File: src/rtl/coh_pkg.sv
package coh_pkg;
  typedef enum logic [2:0] {
    ST_IDLE   = 3'd0,
    ST_OPT    = 3'd1,
    ST_CHECK  = 3'd2,
    ST_COMMIT = 3'd3,
    ST_ABORT  = 3'd4
  } epoch_st_e;

  localparam int NUM_SIG    = 3;
  localparam int IDX_ACC_RD = 0;
  localparam int IDX_ACC_WR = 1;
  localparam int IDX_CPU_WR = 2;
endpackage

File: src/rtl/coh_epoch_fsm.sv
module coh_epoch_fsm
  import coh_pkg::*;
(
  input  logic      clk,
  input  logic      rst,
  input  logic      epoch_start_i,
  input  logic      epoch_end_i,
  input  logic      kernel_done_i,
  input  logic      resolve_ack_i,
  input  logic      rd_hit_i,
  input  logic      wr_hit_i,
  output epoch_st_e state_o,
  output logic      sig_clr_o,
  output logic      ins_en_o,
  output logic      rd_flag_o,
  output logic      wr_flag_o,
  output logic      clr_pulse_o,
  output logic      rollback_o
);
  logic done_seen;

  assign sig_clr_o = resolve_ack_i && (state_o == ST_COMMIT || state_o == ST_ABORT);
  assign ins_en_o  = (state_o != ST_IDLE);

  always_ff @(posedge clk) begin
    if (rst) begin
      state_o     <= ST_IDLE;
      done_seen   <= 1'b0;
      rd_flag_o   <= 1'b0;
      wr_flag_o   <= 1'b0;
      clr_pulse_o <= 1'b0;
      rollback_o  <= 1'b0;
    end else begin
      clr_pulse_o <= 1'b0;
      rollback_o  <= 1'b0;
      case (state_o)
        ST_IDLE: begin
          done_seen <= 1'b0;
          if (epoch_start_i) state_o <= ST_OPT;
        end
        ST_OPT: begin
          if (kernel_done_i) done_seen <= 1'b1;
          if (epoch_end_i)   state_o   <= ST_CHECK;
        end
        ST_CHECK: begin
          if (kernel_done_i) done_seen <= 1'b1;
          rd_flag_o <= rd_hit_i;
          wr_flag_o <= wr_hit_i;
          state_o   <= (rd_hit_i || wr_hit_i) ? ST_ABORT : ST_COMMIT;
        end
        ST_COMMIT: begin
          if (resolve_ack_i) begin
            clr_pulse_o <= 1'b1;
            done_seen   <= 1'b0;
            state_o     <= (done_seen || kernel_done_i) ? ST_IDLE : ST_OPT;
          end else if (kernel_done_i) begin
            done_seen <= 1'b1;
          end
        end
        ST_ABORT: begin
          if (resolve_ack_i) begin
            rollback_o <= 1'b1;
            done_seen  <= 1'b0;
            state_o    <= ST_OPT;
          end
        end
        default: state_o <= ST_IDLE;
      endcase
    end
  end
endmodule

File: config.mk
export PLATFORM = sky130hd
export DESIGN_NAME = coh_epoch_fsm
export DESIGN_NICKNAME = d
export VERILOG_FILES = /design/src/rtl/coh_pkg.sv /design/src/rtl/coh_epoch_fsm.sv
export SDC_FILE = /design/constraint.sdc
export NUM_CORES = 1
export LEC_CHECK = 0
export BUFFER_PORTS_ARGS = -buffer_cell sky130_fd_sc_hd__buf_2
export CELL_PAD_IN_SITES_DETAIL_PLACEMENT = 1
export CELL_PAD_IN_SITES_GLOBAL_PLACEMENT = 1
export CORE_AREA = 4 4 41 43
export CTS_CLUSTER_DIAMETER = 120
export DETAILED_ROUTE_END_ITERATION = 16
export DIE_AREA = 0 0 45 47
export GPL_ROUTABILITY_DRIVEN = 1
export PLACE_DENSITY_LB_ADDON = 0.1
export SLEW_MARGIN = 5
export SYNTH_ARGS = -nofsm -noshare
export SYNTH_HDL_FRONTEND = slang
export SYNTH_SLANG_ARGS = --single-unit
File: constraint.sdc
create_clock -name clk -period 3.65 [get_ports clk]
set_clock_uncertainty 0.1 [all_clocks]
set_input_delay 0.365 -clock clk [delete_from_list [all_inputs] [get_ports clk]]
set_output_delay 0.365 -clock clk [all_outputs]
set_load 0.03 [all_outputs]
==> summary.md, run 1 <==
| Metric | Value |
|---|---|
| Total negative setup slack | `0 ns` |
| Initial antenna violation count | `0` |
| Setup crit start kind | `flip-flop` |
| PD cells | `429 nW/um2` |
| Root Buffer | `clkbuf_4` |
| Critical path required time | `between 3 and 4 ns` |
| CP Capture Type | `output port` |
| Port bufs | `16` |
| Endpoints failing setup | `0` |
| Synth Warn # | `0` |
| Clock latency on the worst-skew pair | `0.25 ns` |
| Resize count post-CTS | `0` |
| Chip Height | `around 47 um` |
| Clock transition at path regs | `0.05 ns` |
| Synthesized Nets | `62` |
| Filler cells | `180` |
| Row count | `13` |
| Register area | `~160 um2` |
| Cell taking the most area after synthesis | `dfxtp_1` |
| Sequential Power Share | `45.4%` |
| Worst Path Class, Setup | `flip-flop to output port` |
| CTS tree | `yes` |
| Clock power frac | `between 20 and 30%` |
| Max_cap viols | `0` |
| Pin count of the biggest net entering global routing | `16` |
| Switching portion of total power | `34.0%` |
| Unrepaired setup endpoints after global routing | `no` |
| Die footprint | `2120 um2` |
| DPL Wire Length | `783 um` |
| Congestion Overflow GR | `0` |
| Cell Int Power | `about 0.00015 W` |
| Min Tclk post-route | `2.00 ns` |
| Post-CTS Hold Buffers | `0` |
| Worst hold slack | `0.285 ns` |
| Final worst-path cycle share | `54.7%` |
| Die X | `between 40 and 50 um` |
| FFs w/ async S/R, synth | `0%` |
| Comb pwr share | `26.3%` |
| Post-synth top area share | `a little over a third` |
| Clock sink count | `8` |
| Area Overhead vs Synth | `22.8%` |
| Core area | `between 1000 and 1500 um2` |
| Synth unique cells | `26` |
| Multi-input logic area | `250 um2` |
| Slew Limit Fails | `0` |
| Vias in the first global route | `424` |
| Crit path cell chain | `nor2_1 -> nand2_1 -> o21ai_0 -> and2_1 -> buf_2` |
| Actual slew at the worst max-slew pin | `about 0.45 ns` |
| Clk buf depth | `2` |
| Drt wl/cell | `12.3 um` |
| Starting DRT DRC Count | `4` |
| VDD IR max | `0.258 mV` |
| Top cells by area, synth | `dfxtp_1 36%, nor2_1 6.8%, mux2i_1 4.6%` |
| Post-synth top cells | `8 x dfxtp_1, 8 x nor2_1, 4 x nand2_1` |
| NetSw | `0.0000785 W` |
| Arrival @ worst endpoint | `1.53 ns` |
| Gr usage total | `11.7%` |
| Lkg Pwr | `roughly 0.25 nW` |
| Post-CTS setup buffers | `0` |
| Antenna-violating nets left | `0` |
| Post-synth EDFFs | `0` |
| GPL Wtd Cong | `0.695` |
| H-tree Lvls | `1` |
| Worst min-delay path class | `primary input to flip-flop` |
| DRC violations left | `0` |
| Synth Cell Area | `around 440 um2` |
| Status | `completed` |
| Ys flop type | `dfxtp_1` |
| Slew HR | `roughly 70%` |
| Seq cells post-synth | `8` |
| Initial Util | `approximately 34%` |
| Ant. Diodes | `0` |
| Final hold violation count | `0` |
| Syn Area/Cell | `8.13 um2` |
| CP max FO | `15` |
| Mapped Cells | `54` |
| Slowest stage delay, CP | `roughly 0.59 ns` |
| Number of I/O pins | `17` |
| CP max stage cell | `dfxtp_1` |
| Drt first pass iters | `3` |
| Max Clk Rate | `501 MHz` |
| Layout cells sized above 1 | `31.4%` |
| Total CTS buffers | `3` |
| Nets | `80` |
| Global-route wire length before repair | `1770 um` |
| Vias per std cell | `5.01` |
| DR vias | `426` |
| Routed Wire Length | `1050 um` |
| Sequential-to-total area share from yosys stat | `36.5%` |
-- flip-flops by register name (all words and copies together) (netlist names) --
register     flops
clr_pulse_o      1
done_seen        1
rd_flag_o        1
rollback_o       1
state_o          3
wr_flag_o        1
-- power by group through the flow --
stage	clock (W)	combinational [W]	sequential (W)
final	0.0000654	0.0000609	0.000105
after global placement	0	0.0000623	0.000106
after global routing	0.0000765	0.0000692	0.000106
after floorplan	0	0.0000449	0.000107
after CTS	0.0000693	0.0000619	0.000105
after detailed placement	0	0.0000617	0.000107
-- path summary, 6_finish.rpt --
path              depth (start not counted)               startpoint                      end  slack [ns]
hold reg to reg                           2   wr_flag_o$_SDFFE_PP0N_   wr_flag_o$_SDFFE_PP0N_        0.40
hold / removal                            2                      rst  state_o[1]$_SDFFE_PP0P_        0.28
setup / recovery                          5  state_o[1]$_SDFFE_PP0P_                sig_clr_o        1.65
setup reg to reg                          4  state_o[1]$_SDFFE_PP0P_  state_o[1]$_SDFFE_PP0P_        2.13
-- layer usage --
metal | track usage, % | part of all wire (%)
met1 | 13.8 | 47
met2 | 18.9 | 44
met3 | 6.90 | 8.4
met4 | 1.75 | 0
met5 | 0 | 0
-- cell families after synthesis --
| family | count (synthesis) | share of synthesized area (%) |
|---|---|---|
| AOI/OAI and AO/OA | 13 | 20.2 |
| DFF | 8 | 36.5 |
| buffers and inverters | 5 | 6.55 |
| muxes | 2 | 4.56 |
| and+or+nand+nor | 26 | 32.2 |
-- worst max-delay path, delay by kind of cell, from the launching register on --
kind,cells,cell delay [ns]
DFF,1,0.59
and+or+nand+nor,3,0.45
buffers and inverters,1,0.17
AOI/OAI and AO/OA,1,0.07
-- cells in the final DEF, fill, tap and decap left out, drive strengths merged --
| cell | instances |
|---|---|
| buf | 16 |
| a21oi | 3 |
| o21bai | 1 |
| nor2b | 2 |
| nor4b | 2 |
| nor4 | 1 |
| dfxtp | 8 |
| nor3 | 3 |
| a31oi | 1 |
| clkbuf | 3 |
| nand2b | 1 |
| and2 | 1 |
| nand2 | 5 |
| nor2 | 8 |
| a2111oi | 1 |
| o2111ai | 1 |
| o32ai | 1 |
| mux2i | 2 |
| a211oi | 1 |
| nand3b | 1 |
| inv | 2 |
| o21ai | 4 |
| and3 | 2 |
-- cell type report --
cell class                 count  area share, %
clock buffer                   3           4.18
multi-input combinational     41           46.4
tap                           15           3.48
sequential                     8           29.7
timing repair buffer          16           14.8
inverter                       2           1.39
-- stage by stage --
stage          power (W)  setup WS, ns  utilization, %  cell area [um2]  std cells
2_1_floorplan   0.000152          1.94               -              439         54
3_3_place_gp    0.000168          1.96            39.7              517         82
3_5_place_dp    0.000168          1.92            39.7              517         82
4_1_cts         0.000236          1.63            41.4              539         85
5_1_grt         0.000252          1.49            41.4              539         85
6_report        0.000231          1.65            41.4              539         85
Power figures use the tool's default switching activity.
==> run 2, diff against run 1 <==
Settings changed: ABC_AREA from default to 1, CORE_AREA 4 4 41 43 to default, CORE_MARGIN from default to 4, CORE_UTILIZATION from default to 26, DIE_AREA 0 0 45 47 to default.
Clock period 3.65 ns to 1.65 ns, I/O delays scaled along.
==> run 2 against run 1 <==
  * Synthesized area down 7.4%
  * Routed wire length up 9.3%
  * Sequential share of layout area up 0.68 points
  * Largest cell class unchanged
  * Clock power up 130%
  * Via count up 0.23%
  * Non-clock buffer count unchanged
  * Combinational power rose to 5.7 times the previous value
  * Worst setup slack worse by 1.5 ns
  * Global-route usage up 0.43 points
  * Design area down 0.70%
  * Synthesized cell count up 11%
==> summary.md, run 2 <==
| Metric | Value |
|---|---|
| Most common cell after layout, fill and taps aside | `buf_2 (unchanged)` |
| Worst min-delay path class | `primary input to flip-flop (unchanged)` |
| Congestion Overflow GR | `0 (unchanged)` |
| Synthesized Nets | `68 (was 62)` |
| Max Clk Rate | `661 MHz` |
| Root Buffer | `clkbuf_4 (unchanged)` |
| Top cells by area, synth | `dfxtp_1 39%, nand2_1 11%, inv_1 9.2% (was dfxtp_1 36%, nor2_1 6.8%, mux2i_1 4.6%)` |
| CP max stage cell | `dfxtp_2 (was dfxtp_1)` |
| DPL Wire Length | `874 um (was 783 um)` |
| Cell taking the most area after synthesis | `dfxtp_1 (unchanged)` |
| Final hold violation count | `0 (unchanged)` |
| Mapped Cells | `60 (was 54)` |
| Die X | `47.5 um (was 45 um)` |
| Slowest stage delay, CP | `0.38 ns (was 0.59 ns)` |
| Reg2reg end | `state_o[2]$_SDFFE_PP0P_ (was state_o[1]$_SDFFE_PP0P_)` |
| Worst hold slack | `0.0864 ns (was 0.285 ns)` |
| Most frequent cells in the layout | `16 x buf_2, 12 x nand2_1, 10 x inv_1, 6 x dfxtp_1, 5 x nor2_1 (was 16 x buf_2, 8 x nor2_1, 8 x dfxtp_1, 4 x nand2_1)` |
| Clock sink count | `8 (unchanged)` |
| DRC violations left | `0 (unchanged)` |
| Sequential-to-total area share from yosys stat | `39.4% (was 36.5%)` |
| Met3 Use GR | `6.77% (was 6.90%)` |
| Clock transition at path regs | `0.05 ns (about the same)` |
| Post-CTS Hold Buffers | `0 (unchanged)` |
| Top reg by flops | `state_o (unchanged)` |
| VDD IR max | `0.484 mV (was 0.258 mV)` |
| Pin count of the biggest net entering global routing | `9 (was 16)` |
| Most common cell in the synthesized netlist | `nand2_1` |
| Grt peak-use layer | `met2 (unchanged)` |
| Ys flop type | `dfxtp_1 (unchanged)` |
| Max_cap viols | `0 (unchanged)` |
| Seq cells post-synth | `8 (unchanged)` |
| Actual slew at the worst max-slew pin | `0.320 ns (was 0.454 ns)` |
| Post-synth top area share | `39.4% (was 36.5%)` |
| CP max FO | `6 (was 15)` |
| Endpoints failing setup | `0 (unchanged)` |
| Drt wl/cell | `12.1 um (was 12.3 um)` |
| Critical Path Start | `state_o[1]$_SDFFE_PP0P_ (unchanged)` |
| Row count | `14 (was 13)` |
| Layout cells sized above 1 | `35.9% (was 31.4%)` |
| Syn Area/Cell | `6.78 um2 (was 8.13 um2)` |
| HP Start | `rst (unchanged)` |
| Initial antenna violation count | `0 (unchanged)` |
| Total CTS buffers | `3 (unchanged)` |
| Number of I/O pins | `17 (unchanged)` |
| Initial Util | `27.3% (was 33.7%)` |
| Vias in the first global route | `420 (was 424)` |
| H-tree Lvls | `1 (unchanged)` |
| Ant. Diodes | `0 (unchanged)` |
| FFs w/ async S/R, synth | `0% (unchanged)` |
| Crit path cell chain | `nand2_1 -> nor2_4 -> inv_1 -> a21oi_1 -> buf_2 (was nor2_1 -> nand2_1 -> o21ai_0 -> and2_1 -> buf_2)` |
| Max reg flops | `3 (unchanged)` |
| CTS tree | `yes (unchanged)` |
| Post-synth EDFFs | `0 (unchanged)` |
| Drt first pass iters | `2 (was 3)` |
| Total negative setup slack | `0 ns (unchanged)` |
| Gr usage total | `12.2% (was 11.7%)` |
| Routed Wire Length | `1140 um (was 1050 um)` |
| GR Util met2 | `20.6% (was 18.9%)` |
| Clk buf depth | `2 (unchanged)` |
| Global routing usage on met1 | `13.8% (about the same)` |
| Clock latency on the worst-skew pair | `0.25 ns (about the same)` |
| Slew Limit Fails | `0 (unchanged)` |
| PD cells | `1420 nW/um2 (was 429 nW/um2)` |
| Status | `completed (unchanged)` |
| Final worst-path cycle share | `91.7%` |
| Worst setup path end | `sig_clr_o (unchanged)` |
| Core area | `1490 um2 (was 1300 um2)` |
| Vias per std cell | `4.54 (was 5.01)` |
| Antenna-violating nets left | `0 (unchanged)` |
| Port bufs | `16 (unchanged)` |
| Lkg Pwr | `0.277 nW (was 0.249 nW)` |
| Area Overhead vs Synth | `31.7% (was 22.8%)` |
| Arrival @ worst endpoint | `1.25 ns (was 1.53 ns)` |
| Worst R2R Start | `state_o[2]$_SDFFE_PP0P_ (was state_o[1]$_SDFFE_PP0P_)` |
| Synth Warn # | `0 (unchanged)` |
| Worst Path Class, Setup | `flip-flop to output port (unchanged)` |
| Post-synth top cells | `12 x nand2_1, 10 x inv_1, 8 x dfxtp_1 (was 8 x dfxtp_1, 8 x nor2_1, 4 x nand2_1)` |
| Critical path required time | `1.38 ns (was 3.18 ns)` |
| Starting DRT DRC Count | `3 (was 4)` |
| DR vias | `427 (was 426)` |
| Chip Height | `47.5 um (was 47 um)` |
| Post-CTS setup buffers | `0 (unchanged)` |
| Worst-case reg-to-reg path depth | `5 (was 4)` |
| Slew HR | `78.7% (was 69.7%)` |
| Die footprint | `2260 um2 (was 2120 um2)` |
| Min Tclk post-route | `1.51 ns` |
| Global-route wire length before repair | `1850 um (was 1770 um)` |
| Unrepaired setup endpoints after global routing | `no (unchanged)` |
| Nets | `88 (was 80)` |
| Synth Cell Area | `407 um2 (was 439 um2)` |
| CP Capture Type | `output port (unchanged)` |
| Reg2reg setup slack | `0.33 ns (was 2.13 ns)` |
| Setup crit start kind | `flip-flop (unchanged)` |
| GPL Wtd Cong | `0.702 (was 0.695)` |
| Synth unique cells | `18 (was 26)` |
## run 2: cells by family (layout without fill, tap and decap cells)
group / count (synthesis) / in the layout / synth area share [%]
AO/OA/AOI/OAI: 10 / 10 / 15.4
buffers and inverters: 11 / 29 / 10.2
AND/OR/NAND/NOR: 31 / 31 / 35.1
flip-flops: 8 / 8 / 39.4
## run 2: through the flow
stage                     total power, W  worst slack, ns  cells  area [um2]  utilization (%)
after floorplan                 0.000513           0.0119     60         407                -
final                           0.000761            0.138     94         536             36.0
after CTS                       0.000765           0.0248     94         526             35.3
after global routing            0.000830           0.0484     94         536             36.0
after detailed placement        0.000607            0.310     91         503             33.8
after global placement          0.000605            0.319     91         503             33.8
## run 2: timing repair
item,in CTS,in global routing
endpoints found under the hold margin,0,0
gates resized for setup,0,4
endpoints found under the setup margin,0,1
## run 2: per-layer routing
metal / wire length (um) / part of all wire, % / up-vias
li1: - / - / 230
met4: 0 / 0 / 0
met1: 480 / 42 / 189
met5: 0 / 0 / -
met3: 69 / 6.0 / 0
met2: 592 / 52 / 8
## run 2: critical path: cells and delay by family (launching register included)
family	cells	cell delay [ns]
compound gates	1	0.11
buf+inv	2	0.28
flops	1	0.38
simple gates	2	0.23
## run 2: cell type report
type / count / area (um2)
multi-input cells: 41 / 213
well taps: 16 / 20.0
repair buffers: 16 / 80.1
fillers: 199 / 953
inverters: 10 / 37.5
clock buffers: 3 / 22.5
flip-flops and latches: 8 / 163
## run 2: worst min-delay path by stage
stage / to / cells after the start / slack [ns]
2_1_floorplan: rd_flag_o$_SDFFE_PP0N_ / 2 / 0.22
6_report: state_o[0]$_SDFFE_PP0P_ / 2 / 0.09
3_5_place_dp: state_o[0]$_SDFFE_PP0P_ / 2 / 0.36
5_1_grt: state_o[0]$_SDFFE_PP0P_ / 2 / 0.09
4_1_cts: state_o[0]$_SDFFE_PP0P_ / 2 / 0.09
3_3_place_gp: state_o[0]$_SDFFE_PP0P_ / 2 / 0.34
## run 2: report_power, final
part           internal, W  switching [W]  leakage, nW  total, W
clock network    0.0000831      0.0000647       0.0138  0.000148
registers         0.000229      0.0000349       0.0658  0.000264
logic             0.000108       0.000241        0.197  0.000349
total             0.000420       0.000340        0.277  0.000761
